## src/rtl/ras_pkg.sv

```systemverilog
package ras_pkg;
  typedef enum logic [1:0] {
    OP_IDLE = 2'd0,
    OP_PUSH = 2'd1,
    OP_POP  = 2'd2,
    OP_SWAP = 2'd3
  } ras_op_e;
endpackage

```

## src/rtl/ras_ptr_ctrl.sv

```systemverilog
module ras_ptr_ctrl import ras_pkg::*; #(
  parameter int DEPTH = 8,
  localparam int IDX_W = $clog2(DEPTH),
  localparam int CNT_W = $clog2(DEPTH + 1)
) (
  input  logic             clk_i,
  input  logic             rst_ni,
  input  logic             call_i,
  input  logic             ret_i,
  output logic             empty_o,
  output logic             we_o,
  output logic [IDX_W-1:0] wr_idx_o,
  output logic [IDX_W-1:0] top_idx_o
);
  localparam logic [IDX_W-1:0] LAST_IDX = IDX_W'(DEPTH - 1);
  localparam logic [CNT_W-1:0] FULL_CNT = CNT_W'(DEPTH);

  logic [IDX_W-1:0] top_q, top_inc, top_dec;
  logic [CNT_W-1:0] cnt_q;
  ras_op_e          op;

  assign empty_o = (cnt_q == '0);
  assign top_inc = (top_q == LAST_IDX) ? '0 : top_q + 1'b1;
  assign top_dec = (top_q == '0) ? LAST_IDX : top_q - 1'b1;

  always_comb begin
    op = OP_IDLE;
    if (call_i && ret_i) op = empty_o ? OP_PUSH : OP_SWAP;
    else if (call_i)     op = OP_PUSH;
    else if (ret_i && !empty_o) op = OP_POP;
  end

  assign we_o      = (op == OP_PUSH) || (op == OP_SWAP);
  assign wr_idx_o  = (op == OP_SWAP) ? top_q : top_inc;
  assign top_idx_o = top_q;

  always_ff @(posedge clk_i or negedge rst_ni) begin
    if (!rst_ni) begin
      top_q <= LAST_IDX;
      cnt_q <= '0;
    end else begin
      case (op)
        OP_PUSH: begin
          top_q <= top_inc;
          if (cnt_q != FULL_CNT) cnt_q <= cnt_q + 1'b1;
        end
        OP_POP: begin
          top_q <= top_dec;
          cnt_q <= cnt_q - 1'b1;
        end
        default: ;
      endcase
    end
  end

  a_r8_count_bound: assert property (@(posedge clk_i) disable iff (!rst_ni)
    cnt_q <= FULL_CNT);
  a_r4_empty_pop_hold: assert property (@(posedge clk_i) disable iff (!rst_ni)
    (ret_i && !call_i && empty_o) |=> ($stable(cnt_q) && $stable(top_q)));
  a_r5_full_push_sat: assert property (@(posedge clk_i) disable iff (!rst_ni)
    (call_i && !ret_i && cnt_q == FULL_CNT) |=> (cnt_q == FULL_CNT));
  a_r6_swap_hold: assert property (@(posedge clk_i) disable iff (!rst_ni)
    (call_i && ret_i && !empty_o) |=> ($stable(cnt_q) && $stable(top_q)));
  a_r3_pop_dec: assert property (@(posedge clk_i) disable iff (!rst_ni)
    (ret_i && !call_i && !empty_o) |=> (cnt_q == $past(cnt_q) - 1'b1));
endmodule

```

## src/rtl/ras_storage.sv

```systemverilog
module ras_storage #(
  parameter int DEPTH  = 8,
  parameter int ADDR_W = 32,
  localparam int IDX_W = $clog2(DEPTH)
) (
  input  logic              clk_i,
  input  logic              rst_ni,
  input  logic              we_i,
  input  logic [IDX_W-1:0]  wr_idx_i,
  input  logic [ADDR_W-1:0] wr_data_i,
  input  logic [IDX_W-1:0]  rd_idx_i,
  output logic [ADDR_W-1:0] rd_data_o
);
  logic [ADDR_W-1:0] slot_q [DEPTH];

  for (genvar g = 0; g < DEPTH; g++) begin : g_slot
    always_ff @(posedge clk_i or negedge rst_ni) begin
      if (!rst_ni)                                slot_q[g] <= '0;
      else if (we_i && wr_idx_i == IDX_W'(g))     slot_q[g] <= wr_data_i;
    end
  end

  assign rd_data_o = slot_q[rd_idx_i];
endmodule

```

## src/rtl/ras_predictor.sv

```systemverilog
module ras_predictor #(
  parameter int ADDR_W = 32,
  parameter int DEPTH  = 8,
  parameter int LEN_W  = 3
) (
  input  logic              clk_i,
  input  logic              rst_ni,
  input  logic              call_i,
  input  logic              ret_i,
  input  logic [ADDR_W-1:0] call_pc_i,
  input  logic [LEN_W-1:0]  insn_len_i,
  output logic              pred_valid_o,
  output logic [ADDR_W-1:0] pred_target_o,
  output logic              skip_update_o
);
  localparam int IDX_W = $clog2(DEPTH);

  logic             empty, we;
  logic [IDX_W-1:0] wr_idx, top_idx;
  logic [ADDR_W-1:0] ret_addr;

  assign ret_addr = call_pc_i + ADDR_W'(insn_len_i);

  ras_ptr_ctrl #(.DEPTH(DEPTH)) ptr_i (
    .clk_i    (clk_i),
    .rst_ni   (rst_ni),
    .call_i   (call_i),
    .ret_i    (ret_i),
    .empty_o  (empty),
    .we_o     (we),
    .wr_idx_o (wr_idx),
    .top_idx_o(top_idx)
  );

  ras_storage #(.DEPTH(DEPTH), .ADDR_W(ADDR_W)) mem_i (
    .clk_i    (clk_i),
    .rst_ni   (rst_ni),
    .we_i     (we),
    .wr_idx_i (wr_idx),
    .wr_data_i(ret_addr),
    .rd_idx_i (top_idx),
    .rd_data_o(pred_target_o)
  );

  assign pred_valid_o  = ret_i && !empty;
  assign skip_update_o = call_i || ret_i;

  a_r7_skip_covers_pred: assert property (@(posedge clk_i) disable iff (!rst_ni)
    pred_valid_o |-> skip_update_o);
  a_r9_valid_needs_ret: assert property (@(posedge clk_i) disable iff (!rst_ni)
    !ret_i |-> !pred_valid_o);
  a_r2_push_fills: assert property (@(posedge clk_i) disable iff (!rst_ni)
    call_i |=> !empty);
endmodule

```

## config.mk

```make
export PLATFORM = sky130hd
export DESIGN_NAME = ras_predictor
export DESIGN_NICKNAME = d
export VERILOG_FILES = /design/src/rtl/ras_pkg.sv /design/src/rtl/ras_ptr_ctrl.sv /design/src/rtl/ras_storage.sv /design/src/rtl/ras_predictor.sv
export SDC_FILE = /design/constraint.sdc
export NUM_CORES = 1
export LEC_CHECK = 0
export BUFFER_PORTS_ARGS = -buffer_cell sky130_fd_sc_hd__buf_2
export CORE_ASPECT_RATIO = 0.9
export CORE_MARGIN = 2
export CORE_UTILIZATION = 61
export DETAILED_ROUTE_END_ITERATION = 12
export GPL_TIMING_DRIVEN = 0
export PLACE_DENSITY_LB_ADDON = 0.3
export SLEW_MARGIN = 20
export SYNTH_ARGS = -nofsm -noshare
export SYNTH_HDL_FRONTEND = slang
export SYNTH_SLANG_ARGS = --single-unit
```

## constraint.sdc

```tcl
create_clock -name clk_i -period 3.98 [get_ports clk_i]
set_input_delay 0.398 -clock clk_i [delete_from_list [all_inputs] [get_ports clk_i]]
set_output_delay 0.398 -clock clk_i [all_outputs]
set_load 0.02 [all_outputs]
```

* Word-level counts from Yosys, hierarchy flattened
Index checks and enable logic that the tools add are counted.
** Storage, ports and cells
- Output and inout bits :: 34
- Bits in latches :: 0
- Memory bits (writable) :: 0
- Bits in read-only memories :: 0
- Logic and storage cells :: 61
- Register bits :: 263
- Input port bits :: 39
- Memories :: 0
** Operators by class
- $add $sub $neg :: 5
- Shifts and indexed selects :: 0
- Order comparisons :: 1
- Multiplexer cells :: 13
- Divide/modulo/power cells :: 0
- Multiply operators :: 0
- Bitwise operators :: 1
- Eq/ne operators :: 13
- Reductions and logical operators :: 18
** Operators by type and width (count)
- $bmux 32 s3 :: 1
- $mux 32 :: 2
- $add 32x3->32 :: 1
- $eq 3x3->1 const B :: 5
- $logic_and 1x1->1 :: 10
- $mux 3 :: 3
- $mux 2 :: 4
- $pmux 4 s2 :: 1
- $eq 3x2->1 const B :: 2
- $logic_not 3->1 :: 2
- $pmux 3 s2 :: 1
- $add 4x1->4 const B :: 1
- $eq 2x2->1 const B :: 2
- $ge 4x4->1 const B :: 1
- $logic_not 4->1 :: 1
- $mux 4 :: 1
- $ne 4x4->1 const B :: 1
- $not 3->4 :: 1
- $sub 4x1->4 const B :: 1
- $add 3x1->3 const B :: 1
- $eq 3x1->1 const B :: 1
- $sub 3x1->3 const B :: 1
- $eq 2x1->1 const B :: 1
- $logic_or 1x1->1 :: 2
- 4 further kinds :: 4

* Longest topological paths before layout
Gate-level depths: netlist of run 1.
- Word-level depth :: 10
- Mapped depth :: 12
- Gate-level depth less buffers :: 10

* Cells and area by module
A second synthesis of run 1 with hierarchy kept.
** Unflattened totals
- Cells, all modules :: 821
- Area total of the unflattened synthesis :: 12914.9 µm²
** By module, submodules not included
- ras_storage :: cells each 665, seq. area each 6406.1 µm², instances 1, area each 11639.9 µm²
- ras_predictor :: cells each 96, seq. area each 0.0 µm², instances 1, area each 690.7 µm²
- ras_ptr_ctrl :: cells each 60, seq. area each 178.9 µm², instances 1, area each 584.3 µm²

* Worst setup path after synthesis of run 1
No wires, ideal clock.
- Path kind :: reg-to-reg
- From :: register ptr_i.top_q[0] (netlist: ptr_i.top_idx_o[0])
- To :: register mem_i.slot_q[201] (netlist name)
- Cell stages (with the launch flop) :: 13
- Path buffers :: 5
- Setup time :: 0.141 ns
- Slack :: 1.158 ns
- Data arrival time :: 2.681 ns
- Clock period less this slack :: 2.822 ns
- Data required time :: 3.839 ns
- Cells stage by stage :: dfstp_2 buf_2 buf_2 buf_2 inv_1 ha_1 nor3_1 a31oi_1 or3_1 buf_2 clkbuf_1 nand2_1 o21ai_0
** On the way
- Word-level cells in the longest chain between the ends :: 5
- Elaborated cells between the ends (all ways) :: 6
- Those cells by class :: add/sub (1); eq/ne (2); mux (2); reduce/logical (1)
** RTL lines
- start, declared :: line ras_ptr_ctrl.sv:18 : logic [IDX_W-1:0] top_q, top_inc, top_dec;
- start signal, assigned :: line ras_ptr_ctrl.sv:44 : top_q <= top_inc;
- start signal, assigned :: line ras_ptr_ctrl.sv:48 : top_q <= top_dec;
- $add 3x1->3 / $eq 3x3->1 (equally long branches) :: line ras_ptr_ctrl.sv:23 : assign top_inc = (top_q == LAST_IDX) ? '0 : top_q + 1'b1;
- $mux 3 :: line ras_ptr_ctrl.sv:23
- $mux 3 (*) :: line ras_ptr_ctrl.sv:34 : assign wr_idx_o = (op == OP_SWAP) ? top_q : top_inc;
- $eq 3x1->1 (*) :: line ras_storage.sv:19 : else if (we_i && wr_idx_i == IDX_W'(g)) slot_q[g] <= wr_data_i;
- $logic_and 1x1->1 (*) :: line ras_storage.sv:19
- end signal, assigned by index :: line ras_storage.sv:19
- end, declared :: line ras_storage.sv:14 : logic [ADDR_W-1:0] slot_q [DEPTH];
Every way passes the cells marked *; elsewhere a longest branch is shown, timed or not.
A chain may end at the register's enable or synchronous reset.

* Worst setup path in the final report of run 1
- From :: register ptr_i.top_q[0] (netlist: ptr_i.top_idx_o[0])
- To :: register mem_i.slot_q[180] (netlist name)
** On the way
- Word-level cells in the longest chain between the ends :: 5
- Elaborated cells between the ends (all ways) :: 6
- Those cells by class :: add/sub (1); eq/ne (2); mux (2); reduce/logical (1)
** RTL lines (line)
- $add 3x1->3 / $eq 3x3->1 (equally long branches) :: ras_ptr_ctrl.sv:23
- $mux 3 :: ras_ptr_ctrl.sv:23
- $mux 3 (*) :: ras_ptr_ctrl.sv:34
- $eq 3x2->1 (*) :: ras_storage.sv:19
- $logic_and 1x1->1 (*) :: ras_storage.sv:19
Marked as above.

==> flow_summary.json, run 1 <==
{
  "finalHoldViolCount": 0,
  "fp-row-count": 49,
  "die_height_um": 138,
  "cp-startpoint": "ptr_i.top_idx_o[0]",
  "ir_drop_uv": 478,
  "synth_area_mm2": 0.0122,
  "cts_resized": 0,
  "cp-start-kind": "flip-flop",
  "netlist.area_leader.share_pct": 53.2,
  "ios": 73,
  "worstPathRequired_ns": 4.36,
  "cts_tree": "done",
  "port_buffers": 71,
  "p_leak_uw": 0.00621,
  "crit_fanout": 10,
  "dieArea_mm2": 0.0212,
  "critPathArrivalTime_ns": 4.00,
  "post-route-drc-count": 0,
  "clock_skew_ns": 0.0206,
  "synth_fp_nets": 1215,
  "cts.clk_slew.worst_paths_ns": 0.06,
  "drive_above_1_share_pct": 17.9,
  "drt-initial-drc-count": 899,
  "final_net_count": 1318,
  "wl_um": 33600,
  "synthFlopType": "dfrtp_1",
  "gp_congestion": 0.912,
  "setup_violations": 0,
  "final_cell_mix": "289 x nand2_1, 260 x dfrtp_1, 167 x o21ai_0, 89 x buf_2, 68 x nor2_1",
  "yosysWarnings": 0,
  "wl_per_cell_um": 21.9,
  "tns_ns": 0,
  "power_density_mw_per_mm2": 891,
  "worst_slew_pin_slew_ns": 0.889,
  "avgSynthCellArea_um2": 10.5,
  "initial_core_util_pct": 61.7,
  "end_kind": "flip-flop",
  "die-width_um": 153,
  "hpwl_um": 22200,
  "cts.sinks": 263,
  "hold_path.startpoint": "call_pc_i[28]",
  "clk_latency_ns": 0.55,
  "drv_cap": 0,
  "overflow": 0,
  "layout.cells.non_filler": 1537,
  "syn_to_final_growth_pct": 13.0,
  "placed_cells": 1490,
  "grt_usage_pct": 32.3,
  "synth_edf_count": 0,
  "max_slew_margin_pct": 40.7,
  "num_vias": 9556,
  "ys_seq_elements": 263,
  "period_needed_ns": 3.62,
  "n_fill_cell": 1490,
  "synth_area_leaders": "dfrtp_1 53%, mux4_2 12%, nand2_1 8.9%",
  "synthArstFlopShare_pct": 100,
  "drt.antenna.violating_nets": 0,
  "grt_start_max_net_pins": 97,
  "cts-root-buf": "clkbuf_16",
  "finalMaxSlewViolations": 0,
  "worstHoldPathType": "in -> reg",
  "rsz0062_at_grt": "no",
  "dpl_cell_area_mm2": 0.0130,
  "mostFrequentLayoutCell": "nand2_1",
  "grt_first_pass_wirelength_um": 53700,
  "r2r_start": "ptr_i.top_idx_o[0]",
  "yosysUniqueCellTypes": 48,
  "netlist_instances": 1162,
  "clock_path_buffers": 3,
  "max_freq_ghz": 0.276,
  "antenna_cells": 0,
  "drt_pass1_iterations": 5,
  "outcome": "completed",
  "worstSetupPathType": "reg -> reg",
  "ys_seq_area_share_pct": 53.9,
  "core-area_mm2": 0.0198,
  "cts_made_buffers": 27,
  "vias_per_cell": 6.22,
  "final_area_mm2": 0.0138,
  "htreeDepth": 1,
  "synth_top_cell_by_area": "dfrtp_1",
  "grt_antenna_before_repair": 0,
  "grt_pass1_vias": 9810,
  "post-route-period-util_pct": 90.9
}
## final cells by class
cell class | count | area [µm²] | area share (%)
sequential | 263 | 6590 | 47.7
multi-input combinational | 808 | 5280 | 38.2
clock buffer | 39 | 801 | 5.80
timing repair buffer | 74 | 430 | 3.12
tap | 255 | 319 | 2.31
buffer | 77 | 313 | 2.26
inverter | 14 | 52.6 | 0.380
clock inverter | 7 | 38.8 | 0.281
## timing repair
action / 4_1_cts / 5_1_grt
hold endpoints to repair: 80 / 0
hold buffers: 1 / 0
setup buffers: 0 / 0
setup endpoints to repair: 0 / 0
## cell families after synthesis
group | after synthesis | share of synthesized area (%)
buf+inv | 91 | 2.99
fa+ha+maj | 14 | 1.56
flops | 263 | 53.9
mux | 85 | 13.7
xor+xnor | 34 | 2.56
compound gates | 261 | 11.1
simple gates | 414 | 14.3
## path summary, 6_finish.rpt
path                                     end  slack, ns  cells past startpoint
setup / recovery           mem_i.slot_q[180]       0.36                     12
hold / removal             mem_i.slot_q[188]       0.28                      3
setup reg to reg           mem_i.slot_q[180]       0.36                     12
hold reg to reg            mem_i.slot_q[145]       0.47                      2
max in group asynchronous   mem_i.slot_q[83]       2.62                      3
min in group asynchronous     ptr_i.cnt_q[3]       0.47                      2
## where the power goes
part / switching, µW / internal, µW / leakage, µW
logic: 3110 / 2180 / 0.00257
clock network: 1030 / 1380 / 0.000423
registers: 667 / 3940 / 0.00322
## registers in the layout, indices dropped and copies added, names as in the netlist
register / count
ptr_i.top_idx_o: 3
mem_i.slot_q: 256
ptr_i.cnt_q: 4
## critical path, stage by stage (launching register included)
cell	delay [ns]
dfstp_2	0.53
buf_2	0.17
buf_2	0.32
buf_2	0.43
inv_1	0.15
ha_1	0.42
nand2b_1	0.10
o22ai_1	0.15
and3_1	0.17
buf_2	0.20
buf_2	0.33
buf_2	0.34
a21oi_1	0.13
## per-layer routing
| metal | routed length (µm) | track usage (%) | up-vias |
|---|---|---|---|
| met4 | 1230 | 13.0 | 0 |
| met2 | 15800 | 50.8 | 456 |
| met5 | 0 | 0 | - |
| met1 | 13900 | 46.0 | 4780 |
| li1 | - | - | 4224 |
| met3 | 2640 | 4.89 | 96 |
## cells in the mapped netlist, drive strengths merged (4+ instances only)
master    n
xnor2    14
mux4     64
a21oi    65
o21ai   185
nor2     68
nand3    14
and3      5
nand2   289
xor2     20
nor3      8
buf      25
clkbuf   52
mux2i     4
nor4      4
dfrtp   260
nand4    13
ha       12
mux2     17
inv      13
## through the flow
stage | util, % | hold slack (ns) | setup slack (ns) | power, µW
2_1_floorplan | - | 0.102 | 1.16 | 8190
3_3_place_gp | 65.2 | 0.456 | -2.21 | 9590
3_5_place_dp | 65.5 | 0.451 | 0.446 | 9840
4_1_cts | 69.8 | 0.269 | 0.394 | 12300
5_1_grt | 69.8 | 0.297 | 0.124 | 13000
6_report | 69.8 | 0.284 | 0.362 | 12300
(Power assumes the default switching activity.)
==> inputs of run 2 (changes only) <==
CELL_PAD_IN_SITES_DETAIL_PLACEMENT = 0   (was default)
CELL_PAD_IN_SITES_GLOBAL_PLACEMENT = 1   (was default)
CORE_UTILIZATION = 49   (was 61)
==> run 2 against run 1 <==
Effect of this change: clock skew rose by 0.0058 ns; clock power rose by 6%; combinational power barely moved; first-iteration DRC count rose by 1.8%; power rose by 1.1%; global-route usage fell by 4.7 points; largest power group unchanged.
==> flow_summary.json, run 2 (same netlist as run 1, synthesis figures left out) <==
{
  "crit_fanout": 10,
  "clk_latency_ns": 0.56,
  "finalHoldViolCount": 0,
  "cp-start-kind": "flip-flop",
  "grt_start_max_net_pins": 79,
  "outcome": "completed",
  "cts.sinks": 263,
  "htreeDepth": 1,
  "antenna_cells": 0,
  "regArea_mm2": 0.00659,
  "gp_congestion": 0.895,
  "r2r_start": "ptr_i.top_idx_o[0]",
  "end_kind": "flip-flop",
  "hold_buffers": 1,
  "power_density_mw_per_mm2": 888,
  "fp-row-count": 54,
  "regToRegEndpoint": "mem_i.slot_q[77]",
  "whs_endpoint": "mem_i.slot_q[92]",
  "cts_setup_buffers": 0,
  "clock_skew_ns": 0.0263,
  "drv_cap": 0,
  "switchingPower_uw": 4810,
  "cts_resized": 0,
  "final_core_util_pct": 57.5,
  "grt_antenna_before_repair": 0,
  "max_freq_ghz": 0.271,
  "wl_per_cell_um": 21.5,
  "hpwl_um": 23200,
  "finalMaxSlewViolations": 0,
  "post-route-period-util_pct": 92.6,
  "clock_power_share_pct": 20.7,
  "final_net_count": 1320,
  "port_buffers": 71,
  "clock_path_buffers": 3,
  "die-width_um": 171,
  "rr_worst_depth": 10,
  "mostFrequentLayoutCell": "nand2_1",
  "vias_per_cell": 5.77,
  "top_register": "mem_i.slot_q",
  "period_needed_ns": 3.68,
  "p_int_uw": 7630,
  "dieArea_mm2": 0.0262,
  "worstHoldPathType": "in -> reg",
  "grt_pass1_vias": 9410,
  "grt_first_pass_wirelength_um": 54900,
  "multi_input_area_mm2": 0.00528,
  "post-route-drc-count": 0,
  "critPathArrivalTime_ns": 4.07,
  "syn_to_final_growth_pct": 14.6,
  "holdWs_ns": 0.265,
  "drt-initial-drc-count": 915,
  "initial_core_util_pct": 50.1,
  "final_cell_mix": "289 x nand2_1, 260 x dfrtp_1, 167 x o21ai_0, 89 x buf_2, 68 x nor2_1",
  "hold_path.startpoint": "call_pc_i[28]",
  "drt_pass1_iterations": 5,
  "wl_um": 34900,
  "drt.antenna.violating_nets": 0,
  "max_slew_margin_pct": 38.5,
  "cts_tree": "done",
  "worst_slew_pin_slew_ns": 0.923,
  "core-area_mm2": 0.0244,
  "netSwitchingFraction_pct": 38.7,
  "ir_drop_uv": 453,
  "cts-root-buf": "clkbuf_16",
  "cp-startpoint": "ptr_i.top_idx_o[0]",
  "grt_usage_pct": 27.6,
  "p_leak_uw": 0.00625,
  "drive_above_1_share_pct": 17.8,
  "worstSetupPathType": "reg -> reg",
  "n_fill_cell": 2157,
  "r2r_slack_ns": 0.30,
  "worstPathRequired_ns": 4.36,
  "rsz0062_at_grt": "no",
  "die_height_um": 154,
  "overflow": 0,
  "power_frac_comb_pct": 42.6,
  "largest_register_ffs": 256,
  "setup_violations": 0,
  "cts.clk_slew.worst_paths_ns": 0.06,
  "power.share.sequential_pct": 36.8,
  "ios": 73,
  "min_path_cells": 3,
  "num_vias": 9363,
  "cts_made_buffers": 28
}
run 2: per-stage QoR:
step | worst slack, ns | total power, µW | std cells | area, µm² | setup TNS [ns]
6_report | 0.296 | 12400 | 1624 | 14000 | 0
3_5_place_dp | 0.381 | 9890 | 1572 | 13100 | 0
5_1_grt | 0.0794 | 13300 | 1624 | 14000 | 0
3_3_place_gp | -2.38 | 9700 | 1569 | 13000 | -614.68
4_1_cts | 0.365 | 12500 | 1624 | 14000 | 0
2_1_floorplan | 1.16 | 8190 | 1162 | 12200 | 0
run 2: power by group through the flow:
stage                     registers (µW)  logic [µW]  clock network, µW
after detailed placement            4600        5290                  0
final                               4570        5290               2570
after floorplan                     4390        3800                  0
after CTS                           4560        5300               2600
after global placement              4550        5160                  0
after global routing                4710        5890               2710
run 2: critical path, cell delays in order (launching register included):
cell and delay [ns]:
dfstp_2 0.53, buf_2 0.18, buf_2 0.30, buf_2 0.41, inv_1 0.15, ha_1 0.41, nor2_1 0.07, a32o_1 0.24
nand3b_1 0.43, clkbuf_1 0.61, o21ai_0 0.18
run 2: worst max path at each step:
stage                        endpoint  slack (ns)  cells after the start
floorplan           mem_i.slot_q[201]        1.16                     12
global placement    mem_i.slot_q[153]       -2.38                      1
detailed placement   mem_i.slot_q[66]        0.38                     10
CTS                  mem_i.slot_q[70]        0.37                     10
global route        mem_i.slot_q[157]        0.08                     11
finish               mem_i.slot_q[77]        0.30                     10
run 2: area by class of cell:
class	count	area share [%]
plain buffers	77	2.23
clock buffers	47	6.08
clock inverters	4	0.402
inverters	14	0.375
multi-input cells	808	37.7
flip-flops and latches	263	47.0
well taps	336	3.00
repair buffers	75	3.27
run 2: routing by layer:
layer	vias up	GRT usage [%]	share of wire (%)	wire [µm]
li1	4232	-	-	-
met1	4744	40.7	45	15600
met2	315	40.9	44	15400
met3	72	6.72	8.1	2820
met4	0	7.86	3.0	1060
met5	-	0	0	0
==> inputs of run 3 (changes only) <==
RECOVER_POWER = 25   (was default)
==> run 3 against run 2 <==
Effect of this change: the run now ends with max-capacitance violations, max-slew violations left; power is essentially flat; non-clock buffer count is the same; register-to-register slack is essentially flat; sequential power is essentially flat; worst setup slack is essentially flat; hold slack is the same; first-iteration DRC count grew 1.5%; critical path type unchanged; critical endpoint unchanged; largest cell class unchanged; largest power group unchanged.
==> flow_summary.json, run 3 (same netlist as run 1, synthesis figures left out) <==
{
  "outcome": "finished, violations left",
  "violations": "max-capacitance violations, max-slew violations",
  "clk_latency_ns": 0.56,
  "end_kind": "flip-flop",
  "r2r_slack_ns": 0.30,
  "hold_buffers": 1,
  "crit_fanout": 10,
  "drive_above_1_share_pct": 17.7,
  "met1_length_um": 15600,
  "final_area_mm2": 0.0140,
  "cts.sinks": 263,
  "finalMaxSlewViolations": 49,
  "grt_pass1_vias": 9410,
  "switchingPower_uw": 4810,
  "clock_path_buffers": 3,
  "overflow": 0,
  "cp-start-kind": "flip-flop",
  "fp-row-count": 54,
  "setup_violations": 0,
  "grt_first_pass_wirelength_um": 54900,
  "drt-initial-drc-count": 929,
  "num_vias": 9368,
  "worstPathRequired_ns": 4.36,
  "clock_power_share_pct": 20.7,
  "ir_drop_uv": 453,
  "wl_per_cell_um": 21.5,
  "power_frac_comb_pct": 42.5,
  "cts_made_buffers": 28,
  "min_path_cells": 3,
  "p_leak_uw": 0.00624,
  "clock_skew_ns": 0.0265,
  "die-width_um": 171,
  "vias_per_cell": 5.77,
  "worstSetupPathType": "reg -> reg",
  "worst_slew_pin_slew_ns": 2.98,
  "gp_congestion": 0.895,
  "hold_path.startpoint": "call_pc_i[28]",
  "dieArea_mm2": 0.0262,
  "ios": 73,
  "final_cell_mix": "289 x nand2_1, 260 x dfrtp_1, 167 x o21ai_0, 89 x buf_2, 68 x nor2_1",
  "drv_cap": 1,
  "rr_worst_depth": 10,
  "htreeDepth": 1,
  "antenna_cells": 0,
  "wl_um": 34900,
  "mostFrequentLayoutCell": "nand2_1",
  "period_needed_ns": 3.68,
  "post-route-period-util_pct": 92.6,
  "critPathArrivalTime_ns": 4.07,
  "dpl_cell_area_mm2": 0.0131,
  "grt_start_max_net_pins": 79,
  "top_register": "mem_i.slot_q",
  "max_slew_margin_pct": -98.5,
  "drt_pass1_iterations": 5,
  "rsz0062_at_grt": "no",
  "cts.clk_slew.worst_paths_ns": 0.06,
  "largest_register_ffs": 256,
  "power_density_mw_per_mm2": 888,
  "grt_usage_pct": 27.6,
  "worstHoldPathType": "in -> reg",
  "hpwl_um": 23200,
  "r2r_start": "ptr_i.top_idx_o[0]",
  "netSwitchingFraction_pct": 38.7,
  "cts_tree": "done",
  "drt.antenna.violating_nets": 0,
  "finalHoldViolCount": 0,
  "cts_setup_buffers": 0,
  "max_freq_ghz": 0.271,
  "grt_antenna_before_repair": 0,
  "whs_endpoint": "mem_i.slot_q[92]",
  "syn_to_final_growth_pct": 14.5,
  "core-area_mm2": 0.0244,
  "highest_layer": "met4",
  "die_height_um": 154,
  "cts_resized": 0,
  "regToRegEndpoint": "mem_i.slot_q[77]",
  "port_buffers": 71,
  "dr_wl_met2_um": 15500,
  "tns_ns": 0,
  "n_fill_cell": 2159,
  "cts-root-buf": "clkbuf_16",
  "p_int_uw": 7630,
  "power.share.sequential_pct": 36.8,
  "initial_core_util_pct": 50.1,
  "wl_met3_um": 2810,
  "final_net_count": 1320,
  "post-route-drc-count": 0
}
## run 3: changes by cell type in the layout (fill, tap and decap cells not counted), sizes merged
cell    change
buf         -1
clkbuf      +1
## run 3: worst max-delay path: stages, from the launching register on
cell and delay, ns:
dfstp_2 0.53, buf_2 0.18, buf_2 0.30, buf_2 0.41, inv_1 0.15, ha_1 0.41
nor2_1 0.07, a32o_1 0.24, nand3b_1 0.43, clkbuf_1 0.61, o21ai_0 0.18
## run 3: layout make-up
type	instances	area [µm²]	share of cell area (%)
buffer	77	313	2.23
clock buffer	47	852	6.08
inverter	14	52.6	0.375
multi-input combinational	808	5280	37.7
tap	336	420	3.00
timing repair buffer	75	447	3.19
sequential	263	6590	47.0
clock inverter	4	56.3	0.402
## run 3: per-layer routing
layer | vias to the layer above | track usage [%]
met2 | 314 | 40.9
li1 | 4232 | -
met4 | 0 | 7.86
met1 | 4747 | 40.7
met5 | - | 0
met3 | 75 | 6.72
## run 3: stage by stage
step / hold slack [ns] / setup WS, ns / instances / total power, µW / util (%)
floorplan: 0.102 / 1.16 / 1162 / 8190 / -
global placement: 0.457 / -2.38 / 1569 / 9700 / 53.3
detailed placement: 0.339 / 0.381 / 1572 / 9890 / 53.7
CTS: 0.246 / 0.365 / 1624 / 12500 / 57.5
global route: 0.278 / 0.0794 / 1624 / 13300 / 57.4
finish: 0.265 / 0.296 / 1624 / 12400 / 57.4
## run 3: power groups by stage
stage / logic [µW] / registers (µW) / clock network (µW)
after floorplan: 3800 / 4390 / 0
after global placement: 5160 / 4550 / 0
after detailed placement: 5290 / 4600 / 0
after CTS: 5300 / 4560 / 2600
after global routing: 5890 / 4710 / 2710
final: 5290 / 4570 / 2570
## run 3: how the worst max path moves through the flow
stage                  startpoint                end  cells after the start
6_report       ptr_i.top_idx_o[0]   mem_i.slot_q[77]                     10
5_1_grt        ptr_i.top_idx_o[0]  mem_i.slot_q[157]                     11
4_1_cts        ptr_i.top_idx_o[0]   mem_i.slot_q[70]                     10
3_5_place_dp   ptr_i.top_idx_o[0]   mem_i.slot_q[66]                     10
3_3_place_gp               rst_ni  mem_i.slot_q[153]                      1
2_1_floorplan  ptr_i.top_idx_o[0]  mem_i.slot_q[201]                     12
